--- src/rtl/fwm_pkg.sv ---
package fwm_pkg;

    localparam int NIB_W      = 4;
    localparam int ADDR_NIBS  = 7;
    localparam int ADDR_W     = NIB_W * ADDR_NIBS;
    localparam int BYTE_W     = 8;
    localparam int MAX_BYTES  = 128;
    localparam int LEN_W      = $clog2(MAX_BYTES);
    localparam int ACNT_W     = $clog2(ADDR_NIBS);

    localparam logic [NIB_W-1:0] CODE_RD    = 4'b1101;
    localparam logic [NIB_W-1:0] CODE_WR    = 4'b1110;
    localparam logic [NIB_W-1:0] SYNC_READY = 4'b0000;
    localparam logic [NIB_W-1:0] SYNC_SHORT = 4'b0101;
    localparam logic [NIB_W-1:0] BUS_HIGH   = 4'b1111;

    typedef enum logic [3:0] {
        S_IDLE,
        S_START,
        S_ADDR,
        S_MSIZE,
        S_WDATA,
        S_WTAR1,
        S_WTAR2,
        S_WSYNC,
        S_HTAR1,
        S_HTAR2,
        S_SWAIT,
        S_SRDY,
        S_RDATA,
        S_TDRV
    } fwm_state_e;

    typedef struct packed {
        logic             ok;
        logic [LEN_W-1:0] last;
    } size_info_t;

    typedef struct packed {
        fwm_state_e  st;
        logic        hi;
    } drv_ctl_t;

    function automatic size_info_t size_decode(input logic [NIB_W-1:0] code);
        size_info_t r;
        r.ok   = 1'b1;
        r.last = '0;
        case (code)
            4'b0000: r.last = LEN_W'(0);
            4'b0001: r.last = LEN_W'(1);
            4'b0010: r.last = LEN_W'(3);
            4'b0100: r.last = LEN_W'(15);
            4'b0111: r.last = LEN_W'(MAX_BYTES - 1);
            default: r.ok   = 1'b0;
        endcase
        return r;
    endfunction

endpackage

--- src/rtl/fwm_frame_watch.sv ---
module fwm_frame_watch (
    input  logic clk,
    input  logic rst,
    input  logic frame_n,
    output logic abort
);
    logic prev_n;

    always_ff @(posedge clk) begin
        if (rst) prev_n <= 1'b1;
        else     prev_n <= frame_n;
    end

    assign abort = !frame_n && !prev_n;

endmodule

--- src/rtl/fwm_seq.sv ---
module fwm_seq
    import fwm_pkg::*;
(
    input  logic                clk,
    input  logic                rst,
    input  logic [NIB_W-1:0]    strap_id,
    input  logic                frame_n,
    input  logic [NIB_W-1:0]    lad_in,
    input  logic                abort,
    output drv_ctl_t            ctl,
    output logic [BYTE_W-1:0]   data_q,
    output logic [ADDR_W-1:0]   mem_addr,
    output logic                mem_we,
    output logic [BYTE_W-1:0]   mem_wdata,
    input  logic [BYTE_W-1:0]   mem_rdata
);
    fwm_state_e          st, nxt;
    logic [NIB_W-1:0]    start_q;
    logic [ACNT_W-1:0]   acnt;
    logic [LEN_W-1:0]    len;
    logic                hi;
    logic [NIB_W-1:0]    low_q;
    logic [ADDR_W-1:0]   addr_q;
    size_info_t          szi;
    logic                code_ok;

    assign szi     = size_decode(lad_in);
    assign code_ok = (start_q == CODE_RD) || (start_q == CODE_WR);

    always_comb begin
        nxt = st;
        if (!frame_n && (st == S_IDLE || st == S_START || abort)) begin
            nxt = S_START;
        end else begin
            case (st)
                S_START: nxt = (code_ok && lad_in == strap_id) ? S_ADDR : S_IDLE;
                S_ADDR:  if (acnt == ACNT_W'(ADDR_NIBS - 1)) nxt = S_MSIZE;
                S_MSIZE: begin
                    if (!szi.ok)                nxt = S_IDLE;
                    else if (start_q == CODE_WR) nxt = S_WDATA;
                    else                        nxt = S_HTAR1;
                end
                S_WDATA: if (hi && len == '0) nxt = S_WTAR1;
                S_WTAR1: nxt = S_WTAR2;
                S_WTAR2: nxt = S_WSYNC;
                S_WSYNC: nxt = S_TDRV;
                S_HTAR1: nxt = S_HTAR2;
                S_HTAR2: nxt = S_SWAIT;
                S_SWAIT: nxt = S_SRDY;
                S_SRDY:  nxt = S_RDATA;
                S_RDATA: if (hi && len == '0) nxt = S_TDRV;
                S_TDRV:  nxt = S_IDLE;
                default: nxt = S_IDLE;
            endcase
        end
    end

    always_ff @(posedge clk) begin
        if (rst) begin
            st      <= S_IDLE;
            start_q <= '0;
            acnt    <= '0;
            len     <= '0;
            hi      <= 1'b0;
            low_q   <= '0;
            data_q  <= '0;
            addr_q  <= '0;
        end else begin
            st <= nxt;
            if (nxt == S_START) start_q <= lad_in;
            case (st)
                S_START: acnt <= '0;
                S_ADDR: begin
                    addr_q <= {addr_q[ADDR_W-NIB_W-1:0], lad_in};
                    acnt   <= acnt + 1'b1;
                end
                S_MSIZE: begin
                    len <= szi.last;
                    hi  <= 1'b0;
                end
                S_WDATA: begin
                    if (!hi) begin
                        low_q <= lad_in;
                        hi    <= 1'b1;
                    end else begin
                        hi     <= 1'b0;
                        addr_q <= addr_q + 1'b1;
                        if (len != '0) len <= len - 1'b1;
                    end
                end
                S_SRDY: begin
                    data_q <= mem_rdata;
                    addr_q <= addr_q + 1'b1;
                    hi     <= 1'b0;
                end
                S_RDATA: begin
                    if (!hi) begin
                        hi <= 1'b1;
                    end else begin
                        hi <= 1'b0;
                        if (len != '0) begin
                            len    <= len - 1'b1;
                            data_q <= mem_rdata;
                            addr_q <= addr_q + 1'b1;
                        end
                    end
                end
                default: ;
            endcase
        end
    end

    assign mem_addr  = addr_q;
    assign mem_we    = (st == S_WDATA) && hi;
    assign mem_wdata = {lad_in, low_q};
    assign ctl.st    = st;
    assign ctl.hi    = hi;

    // a select that does not match sends the sequencer back to idle
    a_r2_mismatch_idle: assert property (@(posedge clk) disable iff (rst)
        (st == S_START && frame_n && lad_in != strap_id) |=> st == S_IDLE);

    // an unsupported size code abandons the cycle
    a_r4_bad_size_idle: assert property (@(posedge clk) disable iff (rst)
        (st == S_MSIZE && frame_n && !szi.ok) |=> st == S_IDLE);

    // each written byte advances the address by one
    a_r3_addr_step: assert property (@(posedge clk) disable iff (rst)
        mem_we |=> mem_addr == $past(mem_addr) + 1'b1);

endmodule

--- src/rtl/fwm_lad_drv.sv ---
module fwm_lad_drv
    import fwm_pkg::*;
(
    input  drv_ctl_t           ctl,
    input  logic [BYTE_W-1:0]  data_q,
    output logic [NIB_W-1:0]   lad_out,
    output logic               lad_oe
);
    always_comb begin
        lad_out = BUS_HIGH;
        lad_oe  = 1'b0;
        case (ctl.st)
            S_SWAIT: begin
                lad_oe  = 1'b1;
                lad_out = SYNC_SHORT;
            end
            S_SRDY, S_WSYNC: begin
                lad_oe  = 1'b1;
                lad_out = SYNC_READY;
            end
            S_RDATA: begin
                lad_oe  = 1'b1;
                lad_out = ctl.hi ? data_q[BYTE_W-1:NIB_W] : data_q[NIB_W-1:0];
            end
            S_TDRV: begin
                lad_oe  = 1'b1;
                lad_out = BUS_HIGH;
            end
            default: ;
        endcase
    end
endmodule

--- src/rtl/fwmem_target.sv ---
module fwmem_target
    import fwm_pkg::*;
(
    input  logic                clk,
    input  logic                rst,
    input  logic [NIB_W-1:0]    strap_id,
    input  logic                frame_n,
    input  logic [NIB_W-1:0]    lad_in,
    output logic [NIB_W-1:0]    lad_out,
    output logic                lad_oe,
    output logic [ADDR_W-1:0]   mem_addr,
    output logic                mem_we,
    output logic [BYTE_W-1:0]   mem_wdata,
    input  logic [BYTE_W-1:0]   mem_rdata
);
    logic              abort;
    drv_ctl_t          ctl;
    logic [BYTE_W-1:0] data_q;

    fwm_frame_watch u_watch (
        .clk     (clk),
        .rst     (rst),
        .frame_n (frame_n),
        .abort   (abort)
    );

    fwm_seq u_seq (
        .clk       (clk),
        .rst       (rst),
        .strap_id  (strap_id),
        .frame_n   (frame_n),
        .lad_in    (lad_in),
        .abort     (abort),
        .ctl       (ctl),
        .data_q    (data_q),
        .mem_addr  (mem_addr),
        .mem_we    (mem_we),
        .mem_wdata (mem_wdata),
        .mem_rdata (mem_rdata)
    );

    fwm_lad_drv u_drv (
        .ctl     (ctl),
        .data_q  (data_q),
        .lad_out (lad_out),
        .lad_oe  (lad_oe)
    );

    // two low frame clocks in a row free the bus on the following clock
    a_r9_abort_release: assert property (@(posedge clk) disable iff (rst)
        (!frame_n ##1 !frame_n) |=> !lad_oe);

    // driving always begins with a short-wait or ready code
    a_r7_first_drive: assert property (@(posedge clk) disable iff (rst)
        $rose(lad_oe) |-> (lad_out == SYNC_SHORT || lad_out == SYNC_READY));

    // the turn-around drive clock is followed by a release
    a_r8_release: assert property (@(posedge clk) disable iff (rst)
        (ctl.st == S_TDRV) |=> !lad_oe);

    // the bus is never driven during a memory write
    a_r10_no_clash: assert property (@(posedge clk) disable iff (rst)
        !(lad_oe && mem_we));

endmodule

--- config.mk ---
export PLATFORM = sky130hd
export DESIGN_NAME = fwmem_target
export DESIGN_NICKNAME = d
export VERILOG_FILES = /design/src/rtl/fwm_pkg.sv /design/src/rtl/fwm_frame_watch.sv /design/src/rtl/fwm_seq.sv /design/src/rtl/fwm_lad_drv.sv /design/src/rtl/fwmem_target.sv
export SDC_FILE = /design/constraint.sdc
export NUM_CORES = 1
export LEC_CHECK = 0
export BUFFER_PORTS_ARGS = -buffer_cell sky130_fd_sc_hd__buf_2
export CAP_MARGIN = 40
export CORE_ASPECT_RATIO = 0.9
export CORE_MARGIN = 1.5
export CORE_UTILIZATION = 55
export CTS_BUF_LIST = sky130_fd_sc_hd__clkbuf_8
export DETAILED_ROUTE_END_ITERATION = 8
export GPL_TIMING_DRIVEN = 0
export MAX_ROUTING_LAYER = met4
export PLACE_DENSITY = 0.78
export SLEW_MARGIN = 15
export SYNTH_ARGS = -nofsm -noshare
export SYNTH_HDL_FRONTEND = slang
export SYNTH_HIERARCHICAL = 1
export SYNTH_SLANG_ARGS = --single-unit
--- constraint.sdc ---
create_clock -name clk -period 2.45 [get_ports clk]
set_input_delay 0.1225 -clock clk [delete_from_list [all_inputs] [get_ports clk]]
set_output_delay 0.1225 -clock clk [all_outputs]
set_load 0.02 [all_outputs]
**After elaboration in Yosys (flattened, before gate mapping)**

Index checks and enable logic that the tools add are counted.

- Add/subtract/negate cells: 3
- Equal/unequal tests: 27
- Mux-type cells: 26
- Bitwise operators: 1
- Reductions and logical operators: 28

Operator list:

| operator | count |
|---|---|
| $pmux 28 s4 | 1 |
| $mux 28 | 3 |
| $pmux 4 s12 | 1 |
| $eq 4x4->1 const B | 8 |
| $add 28x1->28 const B | 1 |
| $mux 4 | 7 |
| $pmux 7 s4 | 1 |
| $eq 4x3->1 const B | 6 |
| $mux 8 | 2 |
| $pmux 8 s2 | 1 |
| $mux 7 | 2 |
| $pmux 7 s2 | 1 |
| $eq 4x1->1 const B | 3 |
| $eq 4x2->1 const B | 3 |
| $pmux 4 s3 | 1 |
| $reduce_or 5->1 | 2 |
| $logic_not 4->1 | 2 |
| $reduce_bool 2->1 | 4 |
| $logic_not 7->1 | 1 |
| $reduce_bool 7->1 | 1 |
| $sub 7x1->7 const B | 1 |
| $ne 2x1->1 const B | 3 |
| $pmux 3 s2 | 1 |
| $reduce_and 3->1 | 2 |
| 15 further kinds | 27 |

- Bits in registers: 60
- Input bits: 19
- Output and inout port bits: 42
- Logic and storage cells: 94

**Logic depth before layout (Yosys ltp)**

- Word-level depth: 7
- Gate-level depth with buffers: 9
- Mapped depth without buffers: 7

**Modules after synthesis**

The synthesis kept the hierarchy.

By module, submodules not included:

| module | times used | cells an instance | area an instance (µm²) | sequential area each (µm²) |
|---|---|---|---|---|
| fwm_seq | 1 | 454 | 3514.6 | 1181.1 |
| fwm_lad_drv | 1 | 17 | 121.4 | 0.0 |
| fwm_frame_watch | 1 | 3 | 30.0 | 20.0 |

**Least setup slack after synthesis**

OpenSTA, ideal clock, no wires.

- Path kind: flip-flop to flip-flop
- Start: register u_seq.addr_q[13] (netlist: u_seq/mem_addr[13])
- End: register u_seq.addr_q[25] (netlist: u_seq/mem_addr[25])
- Library setup time: 103 ps
- Data arrival time: 1936 ps
- Required time: 2347 ps
- Setup slack: 410 ps
- Stages on the path, launching flop included: 6
- Path buffers: 0
- Clock period less this slack: 2040 ps
- Cells stage by stage: dfxtp_1 > nand3_2 > or3_1 > or4_1 > nor3b_1 > a2111oi_2

- Cells in the longest elaborated chain, start to end: 4
- Elaborated cells between the ends (all ways): 5
- Those cells by class: add/sub: 1; mux: 4

RTL lines:

| item | RTL line | source |
|---|---|---|
| start: declaration | fwm_seq.sv:23 | `logic [ADDR_W-1:0] addr_q;` |
| start signal: assignment | fwm_seq.sv:74 | `addr_q <= {addr_q[ADDR_W-NIB_W-1:0], lad_in};` |
| start signal: assignment | fwm_seq.sv:87 | `addr_q <= addr_q + 1'b1;` |
| start signal: assignment | fwm_seq.sv:93 | `addr_q <= addr_q + 1'b1;` |
| $add 28x1->28 * | fwm_seq.sv:87, fwm_seq.sv:93, fwm_seq.sv:104 |  |
| $mux 28 | fwm_seq.sv:101 | `if (len != '0) begin` |
| $mux 28 | fwm_seq.sv:97 | `if (!hi) begin` |
| $pmux 28 s4 * | fwm_seq.sv:71 | `case (st)` |

Mark *: on every way between the ends. The rest lies on a longest branch, timed or not. The select of a mux whose other input is x is not followed.
A chain may end at the register's enable or synchronous reset.

**Worst setup path after layout**

- Start: register u_seq.addr_q[1] (netlist: u_seq/mem_addr[1])
- End: register u_seq.addr_q[24] (netlist: u_seq/mem_addr[24])

Same word-level chain as after synthesis.

==> flow_summary.yaml <==
pwr:
  swShare_pct: 24.44
  internal_power_mw: 1.613
  switchingPower_mw: 0.5217
  vdd_ir_drop_max_uv: 363.1
  p_comb_share_pct: 5.9
  p_leak_nw: 1.761
  clkPwrFrac_pct: 47.6
  p_seq_share_pct: 46.5
  p_per_area_nw_per_um2: 493.3
grt:
  grt_antenna_before_repair: 0
  grtUsageMet3_pct: 8.222
  gr-usage-met1_pct: 43.64
  grt_pass1_vias: 3384
  grt_first_pass_wirelength_mm: 16.84
  busiest_layer: "met2"
  grt_start_max_net_pins: 13
  grt-ovfl-total: 0
  grtUsageTotal_pct: 31.56
  grt_use_met2_pct: 45.38
synthesis:
  synth_area_per_cell_um2: 7.734
  synth_top_family_by_area: "simple AND/OR/NAND/NOR gates"
  ys_seq_area_share_pct: 32.76
  synthSimpleGateAreaFrac_pct: 27.71
  synth-xor-area-share_pct: 1.911
  synth_cell_types: 64
  synth_ff_type: "dfxtp_1"
  ys_warn_count: 6
  synth_mux_area_share_pct: 6.314
  synthAdderAreaFrac_pct: 1.706
  synth-edff-count: 0
  syn_area_um2: 3666
  synth_cells: 474
  synth_nets: 498
  async_reset_ff_share_pct: 0
  synth-compound-area-share_pct: 23.34
  synth_seq_cells: 60
critical_path:
  cp_data_arrival_time_ns: 2.53
  crit_path_cell_trace: "ha_1 -> nand4_1 -> nor4_1 -> or4bb_1 -> a21oi_1 -> o32ai_1"
  cp.required_ns: 2.66
  critPathLaunchType: "flip-flop"
  crit_fanout: 9
  critPathKind: "flip-flop to flip-flop"
  crit_path_end_kind: "flip-flop"
  critPathMaxStageDelay_ns: 0.42
  cp_slowest_cell: "or4bb_1"
clock_tree:
  cts_root_buffer: "clkbuf_8"
  cts_tree: "done"
  insertion_delay_ns: 0.35
  cts-buffers-inserted: 9
  cts.reportedPaths.clkPinSlew_ns: 0.08
  cts_num_sinks: 60
  htreeDepth: 3
  clockBufferDepth: 2
drt:
  drcViolationCount: 0
  drtIter0Drc: 541
  vias_per_cell: 6.298
  vias: 4031
  ant_nets: 0
  finalWirelength_mm: 10.85
  dr.pass1.iters: 6
  wl_per_cell_um: 16.96
run_status:
  status: "completed"
sta:
  hold_viol: 0
  relSlewSlack_pct: 51.55
  final.setup_skew_ns: 0.009719
  max_slew.worst_pin.slew_ns: 0.7212
  whs_ns: 0.01168
  fmax_mhz: 431.3
  period_share_pct: 94.62
  setup_viol: 0
  tns_ns: 0
  drv_slew: 0
  finalCriticalPeriod_ns: 2.318
cells_and_area:
  final_area_um2: 4327
  nNetsFinal: 569
  diodes: 0
  drive_gt1_share_pct: 19.27
  synthToLayoutAreaGrowth_pct: 18.02
die:
  dieHeight_um: 80.45
  num_io_pins: 61
  die_area_um2: 7165
  start_util_pct: 56.26
  die-width_um: 89.06
  rows: 28
  core_um2: 6516
placement:
  io_buffers: 56
  place_congestion: 0.9344
  place_area_um2: 4059
  dpl.hpwl_mm: 7.509
job:
  drv_cap: 0
worst_hold_path:
  holdCritPathClass: "primary input to flip-flop"
==> Yosys cell counts, types with 8 or more instances <==
| cell | count | area (µm²) |
|---|---|---|
| nand2_1 | 27 | 101.4 |
| nand3_1 | 15 | 75.07 |
| nand4_1 | 11 | 68.82 |
| nor2_1 | 57 | 214.0 |
| a211oi_1 | 10 | 75.07 |
| nor3_1 | 19 | 95.09 |
| and3_1 | 10 | 62.56 |
| inv_1 | 10 | 37.54 |
| clkbuf_1 | 24 | 90.09 |
| a21oi_1 | 40 | 200.2 |
| mux2i_1 | 22 | 220.2 |
| dfxtp_1 | 60 | 1201 |
| buf_2 | 8 | 40.04 |
| o21ai_0 | 33 | 165.2 |
==> area by class of cell <==
type | count | area (µm²)
inverter | 10 | 37.54
timing repair buffer | 60 | 315.3
sequential | 60 | 1202
clock buffer | 9 | 123.9
clock inverter | 7 | 98.84
multi-input combinational | 363 | 2242
tap | 90 | 112.6
fill | 586 | 2190
buffer | 41 | 193.9
==> cells by family (layout without fill, tap and decap cells) <==
| group | count (synthesis) | in the layout |
|---|---|---|
| simple gates | 193 | 193 |
| buf+inv | 51 | 127 |
| compound gates | 134 | 134 |
| fa+ha+maj | 5 | 5 |
| flops | 60 | 60 |
| xor+xnor | 8 | 8 |
| mux | 23 | 23 |
==> registers in the layout (all words and copies together) (netlist names) <==
signal	cells
u_seq/st	4
u_seq/len	7
u_seq/start_q	4
u_seq/acnt	3
u_seq/mem_addr	28
u_watch/prev_n	1
u_seq/data_q	8
u_seq/low_q	4
u_seq/hi	1
==> stage by stage <==
| stage | cells | worst slack, ns | util [%] | total power, mW |
|---|---|---|---|---|
| finish | 640 | 0.1317 | 66.40 | 2.134 |
| global route | 640 | -0.004179 | 66.40 | 2.204 |
| CTS | 638 | 0.03011 | 66.01 | 2.148 |
| detailed placement | 620 | 0.03791 | 62.29 | 1.136 |
| global placement | 620 | 0.08700 | 62.29 | 1.133 |
| floorplan | 474 | 0.4103 | - | 1.094 |
==> worst max-delay path, delay by kind of cell, from the launching register on <==
| kind | cells | cell delay [ns] |
|---|---|---|
| AND/OR/NAND/NOR | 3 | 1.16 |
| flip-flops | 1 | 0.41 |
| AO/OA/AOI/OAI | 2 | 0.35 |
| adder cells (fa/ha/maj) | 1 | 0.26 |
==> layout by cell type (no fill, tap or decap), drive strengths merged, types with 5 or more instances in the layout <==
cell type / instances
a211oi: 10
a21oi: 40
a22oi: 6
a31oi: 5
and3: 10
buf: 74
clkbuf: 34
dfxtp: 60
ha: 5
inv: 12
mux2i: 22
nand2: 27
nand3: 16
nand4: 11
nor2: 57
nor2b: 7
nor3: 21
nor4: 7
o21ai: 35
o2bb2ai: 6
==> power groups by stage <==
stage | Combinational [mW] | Clock, mW | Sequential, mW
2_1_floorplan | 0.0782 | 0 | 1.02
3_3_place_gp | 0.119 | 0 | 1.01
3_5_place_dp | 0.121 | 0 | 1.02
4_1_cts | 0.124 | 1.03 | 0.992
5_1_grt | 0.137 | 1.07 | 0.993
6_report | 0.126 | 1.02 | 0.993
==> repair_timing <==
item	in CTS	in global routing
hold endpoints to repair	2	0
endpoints found under the setup margin	0	21
buffers inserted	0	2
gates resized for setup	0	7
hold buffers	2	0
==> per-layer routing <==
metal	vias to the layer above	part of all wire, %
li1	1894	-
met1	1858	45
met2	249	43
met3	30	10
met4	0	1.6
met5	-	0
==> path summary, 6_finish.rpt <==
check	slack (ns)	cells past startpoint	startpoint	to
worst min-delay path	0.01	3	mem_rdata[4]	u_seq/data_q[4]
worst max-delay path	0.13	6	u_seq/mem_addr[1]	u_seq/mem_addr[24]
worst max register to register	0.13	6	u_seq/mem_addr[1]	u_seq/mem_addr[24]
worst min register to register	0.47	2	u_seq/len[5]	u_seq/len[5]
No activity file was read; power rests on OpenSTA's default activity.
